## src/rtl/cmd_issuer_pkg.sv

```systemverilog
package cmd_issuer_pkg;

  localparam int CMD_W = 3;

  // Encoded command types. Only the column write/read classes steer the data paths.
  localparam logic [CMD_W-1:0] CMD_NOP  = 3'b000;
  localparam logic [CMD_W-1:0] CMD_ACT  = 3'b001;
  localparam logic [CMD_W-1:0] CMD_WR   = 3'b010;
  localparam logic [CMD_W-1:0] CMD_RD   = 3'b011;
  localparam logic [CMD_W-1:0] CMD_PRE  = 3'b100;
  localparam logic [CMD_W-1:0] CMD_REF  = 3'b101;
  localparam logic [CMD_W-1:0] CMD_MWR  = 3'b110;
  localparam logic [CMD_W-1:0] CMD_MRR  = 3'b111;

  typedef enum logic [1:0] {
    ST_IDLE  = 2'd0,
    ST_WAIT  = 2'd1,
    ST_DRIVE = 2'd2
  } iss_state_t;

endpackage

```

## src/rtl/cmd_issuer_decode.sv

```systemverilog
module cmd_issuer_decode
  import cmd_issuer_pkg::*;
(
  input  logic [CMD_W-1:0] cmd,
  output logic             is_wr,
  output logic             is_rd
);

  always_comb begin
    is_wr = (cmd == CMD_WR) || (cmd == CMD_MWR);
    is_rd = (cmd == CMD_RD) || (cmd == CMD_MRR);
  end

  always_comb begin
    assert (!(is_wr && is_rd)) else $error("p_class_excl_r6: command decoded as both write and read");
  end

endmodule

```

## src/rtl/cmd_issuer_timer.sv

```systemverilog
module cmd_issuer_timer #(
  parameter int LAT_W = 4
) (
  input  logic             clk,
  input  logic             rst,
  input  logic             load,
  input  logic [LAT_W-1:0] lat,
  output logic             last
);

  localparam logic [LAT_W-1:0] ONE = {{(LAT_W-1){1'b0}}, 1'b1};

  logic [LAT_W-1:0] cnt;

  always_ff @(posedge clk) begin
    if (rst) begin
      cnt <= '0;
    end else if (load) begin
      cnt <= lat;
    end else if (cnt != '0) begin
      cnt <= cnt - ONE;
    end
  end

  assign last = (cnt == ONE);

  // once loaded, the count only walks down; later latency values do not reach it
  p_count_down_r9: assert property (@(posedge clk) disable iff (rst)
    (!load && cnt != '0) |=> (cnt == $past(cnt) - ONE));

endmodule

```

## src/rtl/cmd_issuer_drive.sv

```systemverilog
module cmd_issuer_drive
  import cmd_issuer_pkg::*;
#(
  parameter int CS_W   = 2,
  parameter int ADDR_W = 14
) (
  input  logic              clk,
  input  logic              rst,
  input  logic              fire,
  input  logic [CS_W-1:0]   sel,
  input  logic [ADDR_W-1:0] addr,
  input  logic [CMD_W-1:0]  cmd,
  input  logic              is_wr,
  input  logic              is_rd,
  output logic [CS_W-1:0]   cs_n_q,
  output logic [ADDR_W-1:0] addr_q,
  output logic              wr_en_q,
  output logic [CMD_W-1:0]  wr_cmd_q,
  output logic              rd_en_q,
  output logic [CMD_W-1:0]  rd_cmd_q
);

  localparam logic [CS_W-1:0] CS_QUIET = {CS_W{1'b1}};

  always_ff @(posedge clk) begin
    if (rst) begin
      cs_n_q   <= CS_QUIET;
      addr_q   <= '0;
      wr_en_q  <= 1'b0;
      wr_cmd_q <= '0;
      rd_en_q  <= 1'b0;
      rd_cmd_q <= '0;
    end else if (fire) begin
      cs_n_q   <= ~sel;
      addr_q   <= addr;
      wr_en_q  <= is_wr;
      wr_cmd_q <= is_wr ? cmd : '0;
      rd_en_q  <= is_rd;
      rd_cmd_q <= is_rd ? cmd : '0;
    end else begin
      cs_n_q   <= CS_QUIET;
      addr_q   <= '0;
      wr_en_q  <= 1'b0;
      wr_cmd_q <= '0;
      rd_en_q  <= 1'b0;
      rd_cmd_q <= '0;
    end
  end

  p_wr_pulse_r5: assert property (@(posedge clk) disable iff (rst)
    wr_en_q |=> !wr_en_q);

  p_rd_pulse_r6: assert property (@(posedge clk) disable iff (rst)
    rd_en_q |=> !rd_en_q);

  p_strobe_excl_r6: assert property (@(posedge clk) disable iff (rst)
    !(wr_en_q && rd_en_q));

  p_cmd_quiet_r10: assert property (@(posedge clk) disable iff (rst)
    (!wr_en_q |-> wr_cmd_q == '0) and (!rd_en_q |-> rd_cmd_q == '0));

endmodule

```

## src/rtl/cmd_issuer.sv

```systemverilog
module cmd_issuer
  import cmd_issuer_pkg::*;
#(
  parameter int CS_W   = 2,
  parameter int ADDR_W = 14,
  parameter int LAT_W  = 4
) (
  input  logic              clk,
  input  logic              rst,
  input  logic [LAT_W-1:0]  cfg_lat,
  input  logic              req_valid,
  output logic              req_ready,
  input  logic [CS_W-1:0]   req_cs,
  input  logic [ADDR_W-1:0] req_addr,
  input  logic [CMD_W-1:0]  req_cmd,
  output logic [CS_W-1:0]   dfi_cs_n,
  output logic [ADDR_W-1:0] dfi_addr,
  output logic              wr_en,
  output logic [CMD_W-1:0]  wr_cmd,
  output logic              rd_en,
  output logic [CMD_W-1:0]  rd_cmd
);

  iss_state_t        state, state_nxt;
  logic              accept, lat_zero, last, fire;
  logic [CS_W-1:0]   hold_cs, src_cs;
  logic [ADDR_W-1:0] hold_addr, src_addr;
  logic [CMD_W-1:0]  hold_cmd, src_cmd;
  logic              src_wr, src_rd;

  assign req_ready = (state == ST_IDLE);
  assign accept    = req_valid && req_ready;
  assign lat_zero  = (cfg_lat == '0);
  assign fire      = (accept && lat_zero) || (state == ST_WAIT && last);

  // Capture the command at acceptance; inputs are ignored while busy.
  always_ff @(posedge clk) begin
    if (rst) begin
      hold_cs   <= '0;
      hold_addr <= '0;
      hold_cmd  <= '0;
    end else if (accept) begin
      hold_cs   <= req_cs;
      hold_addr <= req_addr;
      hold_cmd  <= req_cmd;
    end
  end

  // A zero latency issues straight from the request; otherwise from the held copy.
  always_comb begin
    if (state == ST_IDLE) begin
      src_cs   = req_cs;
      src_addr = req_addr;
      src_cmd  = req_cmd;
    end else begin
      src_cs   = hold_cs;
      src_addr = hold_addr;
      src_cmd  = hold_cmd;
    end
  end

  always_comb begin
    state_nxt = state;
    case (state)
      ST_IDLE:  if (accept) state_nxt = lat_zero ? ST_DRIVE : ST_WAIT;
      ST_WAIT:  if (last)   state_nxt = ST_DRIVE;
      ST_DRIVE:             state_nxt = ST_IDLE;
      default:              state_nxt = ST_IDLE;
    endcase
  end

  always_ff @(posedge clk) begin
    if (rst) state <= ST_IDLE;
    else     state <= state_nxt;
  end

  cmd_issuer_timer #(.LAT_W(LAT_W)) u_timer (
    .clk  (clk),
    .rst  (rst),
    .load (accept),
    .lat  (cfg_lat),
    .last (last)
  );

  cmd_issuer_decode u_decode (
    .cmd   (src_cmd),
    .is_wr (src_wr),
    .is_rd (src_rd)
  );

  cmd_issuer_drive #(.CS_W(CS_W), .ADDR_W(ADDR_W)) u_drive (
    .clk      (clk),
    .rst      (rst),
    .fire     (fire),
    .sel      (src_cs),
    .addr     (src_addr),
    .cmd      (src_cmd),
    .is_wr    (src_wr),
    .is_rd    (src_rd),
    .cs_n_q   (dfi_cs_n),
    .addr_q   (dfi_addr),
    .wr_en_q  (wr_en),
    .wr_cmd_q (wr_cmd),
    .rd_en_q  (rd_en),
    .rd_cmd_q (rd_cmd)
  );

  p_ready_drop_r2: assert property (@(posedge clk) disable iff (rst)
    (req_valid && req_ready) |=> !req_ready);

  p_drive_one_cycle_r3: assert property (@(posedge clk) disable iff (rst)
    (state == ST_DRIVE) |=> (state == ST_IDLE && req_ready));

  p_strobe_in_drive_r5: assert property (@(posedge clk) disable iff (rst)
    (wr_en || rd_en) |-> (state == ST_DRIVE));

  p_quiet_when_ready_r4: assert property (@(posedge clk) disable iff (rst)
    req_ready |-> (dfi_cs_n == {CS_W{1'b1}} && dfi_addr == '0 && !wr_en && !rd_en));

endmodule

```

## config.mk

```make
export PLATFORM = sky130hd
export DESIGN_NAME = cmd_issuer
export DESIGN_NICKNAME = d
export VERILOG_FILES = /design/src/rtl/cmd_issuer_pkg.sv /design/src/rtl/cmd_issuer_decode.sv /design/src/rtl/cmd_issuer_timer.sv /design/src/rtl/cmd_issuer_drive.sv /design/src/rtl/cmd_issuer.sv
export SDC_FILE = /design/constraint.sdc
export NUM_CORES = 1
export LEC_CHECK = 0
export CORE_ASPECT_RATIO = 1.25
export CORE_MARGIN = 2
export CORE_UTILIZATION = 40
export DETAILED_ROUTE_END_ITERATION = 7
export GPL_TIMING_DRIVEN = 0
export PLACE_DENSITY = 0.72
export REMOVE_ABC_BUFFERS = 1
export SLEW_MARGIN = 20
export SYNTH_ARGS = -nofsm -noshare
export SYNTH_HDL_FRONTEND = slang
export SYNTH_SLANG_ARGS = --single-unit
```

## constraint.sdc

```tcl
create_clock -name clk -period 3.63 [get_ports clk]
set_clock_uncertainty 0.2 [all_clocks]
set_input_delay 0.5445 -clock clk [delete_from_list [all_inputs] [get_ports clk]]
set_output_delay 0.5445 -clock clk [all_outputs]
set_load 0.01 [all_outputs]
```

# [Yosys cells after proc, flatten, opt, wreduce, memory -nomap -nowiden]
# Index checks and enable logic that the tools add are counted.
[classes] n_bitwise=4 n_mux=9 n_addsub=1 eq_ne=8 n_reduce_logical=14
[ops] cell="$mux W14" n=1
[ops] cell="$mux W2" n=4
[ops] cell="$mux W4" n=2
[ops] cell="$eq A3 B2 Y1 const B" n=2
[ops] cell="$eq A3 B3 Y1 const B" n=2
[ops] cell="$reduce_or A3 Y1" n=2
[ops] cell="$eq A4 B1 Y1 const B" n=1
[ops] cell="$logic_not A4 Y1" n=1
[ops] cell="$pmux W2 S2" n=1
[ops] cell="$reduce_bool A4 Y1" n=1
[ops] cell="$sub A4 B1 Y4 const B" n=1
[ops] cell="$logic_and A1 B1 Y1" n=3
[ops] cell="$logic_or A1 B1 Y1" n=3
[ops] cell="$mux W3" n=1
[ops] cell="$not A1 Y1" n=3
[ops] cell="$eq A2 B1 Y1 const B" n=1
[ops] cell="$logic_not A2 Y1" n=1
[ops] cell="$ne A2 B1 Y1 const B" n=1
[ops] cell="$ne A2 B2 Y1 const B" n=1
[ops] cell="$not A2 Y2" n=1
[ops] cell="$reduce_and A2 Y1" n=1
[ops] cell="$reduce_bool A2 Y1" n=1
[ops] cell="$reduce_or A2 Y1" n=1
[totals] ff_bits=49 out_inout_bits=25 in_bits=26 elab_cells=47

# [Logic depth before layout (Yosys ltp)]
# Gate-level depths: netlist of the first run.
[depth] ltp_word=6 depth_mapped=7 depth_no_buf=6

# [Hierarchy]
# A second synthesis of the first run with hierarchy kept.
[unflattened] cells_unflattened=197 hier_area_um2=2173.3
[modules_own_cells] module="cmd_issuer" area_per_inst_um2=1183.6 seq_area_each_um2=420.4 n_inst=1 cells_each=116
[modules_own_cells] module="cmd_issuer_drive" area_per_inst_um2=726.9 seq_area_each_um2=480.5 n_inst=1 cells_each=52
[modules_own_cells] module="cmd_issuer_timer" area_per_inst_um2=246.5 seq_area_each_um2=80.1 n_inst=1 cells_each=27
[modules_own_cells] module="cmd_issuer_decode" area_per_inst_um2=16.3 seq_area_each_um2=0.0 n_inst=1 cells_each=2

# [Least setup slack after synthesis of the first run]
# No wires, ideal clock.
[synth_path] kind="register -> output" from="register state[0]" to="output req_ready" t_arrival_ps=1040 setup_slack_ps=1845 path_buffers=2 required_time_ps=2885 path_stages_with_launch=5 cell_sequence="dfxtp_1 > or2_1 > inv_2 > buf_2 > buf_2"
[synth_via] elab_chain_len=1
[synth_lines] element="start: declaration" line_no="cmd_issuer.sv:24" rtl="iss_state_t state, state_nxt;"
[synth_lines] element="start signal: assignment" line_no="cmd_issuer.sv:74" rtl="else state <= state_nxt;"
[synth_lines] element="$logic_not A2 Y1" line_no="cmd_issuer.sv:31" rtl="assign req_ready = (state == ST_IDLE);"
[synth_lines] element="end: declaration" line_no="cmd_issuer.sv:12" rtl="output logic req_ready,"
# No other way between the ends.

# [Final worst setup path of the first run]
# Same ends and word-level chain as after synthesis.

==> flow_summary.ini, run 1 <==
[run_status]
status = complete, no violations

[critical_path]
crit_fanout = 21
crit_arrival_ns = 2.31
path_class = reg -> out
endpoint_kind = output port
startpoint_type = flip-flop
required_ns = 2.89

[yosys]
synth_area_leader_cell = dfxtp_1
async_flop_share_pct = 0
yosysWarningCount = 0
synth_cells = 218
syn_avg_cell_area_sq_um = 8.57
ys_seq_area_share_pct = 52.5
synth-seq-cells = 49
mappedNetlistArea_sq_um = 1870
ys_top_cells_by_area = dfxtp_1 53%, nand2_1 15%, a21oi_1 7.8%
synth_flop_cell = dfxtp_1
synth_top_area_share_pct = 52.5
synth-edff-count = 0
ys_types = 30

[placed_design]
routabilityCongestion = 0.828
port_buffers = 50
post-dp-hpwl_um = 2520

[die]
start_util_pct = 41.9
core-area_sq_um = 4460
die_w_um = 65.1
num_io_pins = 51
rows = 27
die_area_sq_um = 5240
die_h_um = 80.4

[clock_network]
holdBufCountCts = 0
postCtsSetupBuffers = 0
cts.repair.resized = 0
cts_tree = built
cts_buffers = 5
root_buffer = clkbuf_8
insertion_delay_ns = 0.29
clockBufferDepth = 2
path_clk_slew_ns = 0.08
cts.sinks = 49
cts-htree-levels = 2

[finish]
drive_gt1_share_pct = 8.37
area_delta_synth_final_pct = 33.2
final_nets = 291
diodes = 0
final_cell_mix = 76 x nand2_1, 50 x clkdlybuf4s50_1, 49 x dfxtp_1, 29 x a21oi_1, 9 x a21oi_2
utilization_pct = 55.8
layout_commonest_cell = nand2_1

[global_routing]
grt.total_usage_pct = 15.5
grt_pass1_wl_um = 6310
grt_pass1_vias = 1416
grt_max_degree = 27
grt_overflow = 0
antenna_found_initial = 0

[route]
routed_wl_um = 3850
ant_nets = 0
drt-vias-per-instance = 4.82
drt_iter0_drc = 92
route.vias.total = 1547
drc_errors = 0
wl_per_cell_um = 12.0
first_pass_iters = 4

[timing]
setup_violations = 0
fin_tns_setup_ns = 0
hold_ws_ns = 0.257
finalHoldViolations = 0
fin_crit_sh_pct = 84.0
slew_violations = 0
clock.fmax_ghz = 0.328
worstMarginPinSlew_ns = 1.01
maxSlewHeadroom_pct = 32.7
period_minus_slack_ns = 3.05
rsz0062_at_grt = false

[power_and_ir_drop]
p_per_area_nw_per_um2 = 494
leakage_nw = 0.924
irDropWorstVdd_mv = 0.266

[flow_run]
cap_viol_max_count = 0

[worst_hold_path]
hold_class = reg -> reg
cell type report:
class,count,area [sq um]
Fill cell,426,1970
Inverter,4,15.0
Tap cell,58,72.6
Clock buffer,7,86.3
Clock inverter,1,30.0
Sequential cell,49,981
Timing Repair Buffer,50,500
Multi-Input combinational cell,152,803
final timing paths:
path               endpoint  cells after the start          from  slack (ns)
min reg2reg    hold_addr[5]                      2  hold_addr[5]        0.26
min            hold_addr[5]                      2  hold_addr[5]        0.26
max reg2reg  u_timer.cnt[1]                      5      state[0]        0.87
max               req_ready                      3      state[0]        0.58
cells by family after synthesis:
| kind of cell | after synthesis | share of synthesized area [%] |
|---|---|---|
| simple gates | 98 | 23.2 |
| other cells | 1 | 0.201 |
| fa+ha+maj | 3 | 2.01 |
| flops | 49 | 52.5 |
| xor+xnor | 3 | 1.41 |
| compound gates | 45 | 15.1 |
| mux | 2 | 1.07 |
| buf+inv | 17 | 4.49 |
worst max-delay path: stages (launching register included):
cell	delay [ns]
dfxtp_1	0.43
or2_1	0.66
inv_2	0.36
clkdlybuf4s50_1	0.57
synth_stat cells, types with 2 or more instances:
| cell type | count |
|---|---|
| nand2_1 | 76 |
| dfxtp_1 | 49 |
| a21oi_1 | 29 |
| a21oi_2 | 9 |
| clkbuf_1 | 7 |
| nor2_1 | 6 |
| buf_2 | 4 |
| ha_1 | 3 |
| nor2b_1 | 3 |
| a21o_1 | 2 |
| a22oi_1 | 2 |
| buf_6 | 2 |
| inv_1 | 2 |
| inv_2 | 2 |
| mux2i_1 | 2 |
| nand3_1 | 2 |
| nand3b_1 | 2 |
| nor3_1 | 2 |
| or2_1 | 2 |
| xor2_1 | 2 |
per-layer routing:
layer | routed length [um] | GRT usage (%) | share of wire [%] | vias to the layer above
met3 | 178 | 4.20 | 4.6 | 4
met4 | 53 | 6.04 | 1.4 | 0
met1 | 1690 | 17.3 | 44 | 711
met5 | 0 | 0 | 0 | -
li1 | - | - | - | 793
met2 | 1930 | 27.9 | 50 | 39
where the power goes:
part	switching [mW]	internal (mW)	leakage, nW
Clock	0.167	0.225	0.0585
Sequential	0.0232	0.573	0.400
Combinational	0.136	0.105	0.466
Total	0.326	0.903	0.924
flip-flops by register name, indices dropped and copies added, names as in the netlist:
name and count:
hold_addr 14, hold_cmd 3, hold_cs 2, state 2
u_drive.addr_q 14, u_drive.cs_n_q 2, u_drive.rd_cmd_q 3, u_drive.rd_en_q 1
u_drive.wr_cmd_q 3, u_drive.wr_en_q 1, u_timer.cnt 4
per-stage QoR:
step | cell area [sq um] | setup slack, ns | total power, mW | cells
6_report | 2490 | 0.580 | 1.23 | 321
5_1_grt | 2490 | 0.423 | 1.30 | 321
4_1_cts | 2490 | 0.546 | 1.24 | 321
3_5_place_dp | 2370 | 0.358 | 0.849 | 313
3_3_place_gp | 2370 | 0.364 | 0.843 | 313
2_1_floorplan | 1800 | 1.38 | 0.759 | 205
Note: power is estimated with default switching activity, not from simulation.
==> inputs of run 2 (changes only) <==
--- a/config.mk
+++ b/config.mk
@@ -10,7 +10,7 @@
 export CORE_UTILIZATION = 40
 export DETAILED_ROUTE_END_ITERATION = 7
 export GPL_TIMING_DRIVEN = 0
-export PLACE_DENSITY = 0.72
+export PLACE_DENSITY = 0.75
 export REMOVE_ABC_BUFFERS = 1
 export SLEW_MARGIN = 20
 export SYNTH_ARGS = -nofsm -noshare
==> constraint.sdc (replaced) <==
create_clock -name clk -period 2.7 [get_ports clk]
set_clock_uncertainty 0.2 [all_clocks]
set_input_delay 0.405 -clock clk [delete_from_list [all_inputs] [get_ports clk]]
set_output_delay 0.405 -clock clk [all_outputs]
set_load 0.01 [all_outputs]
==> flow_summary.ini, run 2 (synthesis results as in run 1) <==
[critical_path]
slowest_delay_ns = 0.58
cp_top_family = simple AND/OR/NAND/NOR gates
crit_arrival_ns = 2.53
critical_path.cell_chain = clkdlybuf4s50_1 -> nor3b_4 -> a32oi_1 -> or2_1 -> a21o_1
slowest_stage = nor3b_4
startpoint_type = input pin
crit_fanout = 18
path_class = in -> reg
crit_buf_inv = 1
endpoint_kind = flip-flop
required_ns = 2.69

[finish]
final_nets = 292
instances_no_fill = 321
largest_registers = hold_addr (14), u_drive.addr_q (14), u_timer.cnt (4)
multiInputGateArea_sq_um = 818
drive_gt1_share_pct = 9.13
area_delta_synth_final_pct = 33.5
seq_area_sq_um = 981
final_cell_mix = 76 x nand2_1, 50 x clkdlybuf4s50_1, 49 x dfxtp_1, 29 x a21oi_1, 9 x a21oi_2
diodes = 0
fill_cells = 400
layout_commonest_cell = nand2_1
utilization_pct = 55.9

[global_routing]
top_usage_layer = met2
met3_usage_pct = 4.34
grt_pass1_vias = 1418
antenna_found_initial = 0
use_met1_pct = 18.3
grt_overflow = 0
grt_max_degree = 27
grt.total_usage_pct = 16.1
grt_pass1_wl_um = 6350
met2_usage_pct = 28.4

[placed_design]
placedCellCount = 313
post-dp-hpwl_um = 2500
port_buffers = 50
routabilityCongestion = 0.837

[route]
routed_wl_um = 3950
drt-vias-per-instance = 4.85
route.vias.total = 1558
ant_nets = 0
first_pass_iters = 4
drc_errors = 0
wl_per_cell_um = 12.3
drt_iter0_drc = 124

[worst_hold_path]
hold_class = reg -> reg

[clock_network]
insertion_delay_ns = 0.29
holdBufCountCts = 0
root_buffer = clkbuf_8
path_clk_slew_ns = 0.08
cts_buffers = 5
cts.sinks = 49
clockBufferDepth = 2
cts-htree-levels = 2
cts_tree = built

[power_and_ir_drop]
switching_share_pct = 27.5
leakage_nw = 0.926
irDropWorstVdd_mv = 0.339
internal-power_mw = 1.19
p_per_area_nw_per_um2 = 656
comb_power_share_pct = 20.5
clock_power_share_pct = 30.4
power_frac_seq_pct = 49.1
switchingPower_uw = 449

[flow_run]
cap_viol_max_count = 0

[die]
die_area_sq_um = 5240
core-area_sq_um = 4460
rows = 27
die_w_um = 65.1
num_io_pins = 51
start_util_pct = 41.9
die_h_um = 80.4

[timing]
maxSlewHeadroom_pct = 34.3
finalHoldViolations = 0
rsz0062_at_grt = false
fin_crit_sh_pct = 94.3
slew_violations = 0
worstMarginPinSlew_ns = 0.983
setup_violations = 0
period_minus_slack_ns = 2.55
clock.fmax_ghz = 0.393

[run_status]
status = complete, no violations
## run 2: changes by cell type in the layout (fill, tap and decap cells not counted), sizes merged
cell	before	now
clkbuf	7	5
clkinv	0	1
nor3b	2	3
## run 2: metal layers
metal  routed length (um)  part of all wire, %  up-vias
met5                    0                    0        -
met4                   64                  1.6        0
met3                  141                  3.6        4
met2                 2000                   51       36
met1                 1740                   44      720
li1                     -                    -      798
## run 2: final cells by class
type,instances,area share (%)
clock buffers,5,2.76
clock inverters,2,1.40
inverters,4,0.702
multi-input cells,153,32.8
flip-flops and latches,49,39.3
well taps,58,2.91
repair buffers,50,20.1
## run 2: worst reg2reg max path, cell delays in order (launching register included)
cell	delay, ns
dfxtp_1	0.38
nor3b_4	0.58
a32oi_1	0.14
or2_1	0.57
a21o_1	0.30
## run 2: final timing paths
check / from / end / slack [ns] / cells past startpoint
max: req_valid / u_drive.cs_n_q[0] / 0.15 / 5
min: hold_addr[1] / hold_addr[1] / 0.26 / 2
min reg2reg: hold_addr[1] / hold_addr[1] / 0.26 / 2
max reg2reg: state[0] / u_drive.cs_n_q[0] / 0.42 / 4
## run 2: per-stage QoR
step	cell area, sq um	hold WS [ns]	setup TNS (ns)	power [mW]	setup slack (ns)
2_1_floorplan	1800	0.230	0	1.02	0.593
3_3_place_gp	2370	0.242	-6.81	1.13	-0.456
3_5_place_dp	2370	0.247	-7.27	1.15	-0.468
4_1_cts	2490	0.259	0	1.65	0.0226
5_1_grt	2490	0.271	0	1.73	0.0190
6_report	2490	0.257	0	1.63	0.153
## run 2: power groups by stage
| stage | Clock [mW] | Combinational [mW] | Sequential (mW) |
|---|---|---|---|
| 2_1_floorplan | 0 | 0.206 | 0.815 |
| 3_3_place_gp | 0 | 0.317 | 0.815 |
| 3_5_place_dp | 0 | 0.329 | 0.817 |
| 4_1_cts | 0.510 | 0.335 | 0.802 |
| 5_1_grt | 0.544 | 0.374 | 0.808 |
| 6_report | 0.498 | 0.335 | 0.802 |
## run 2: what timing repair did
action / CTS / global route
gates cloned: 1 / 0
setup endpoints to repair: 39 / 1
setup buffers: 0 / 0
resized for setup: 2 / 1
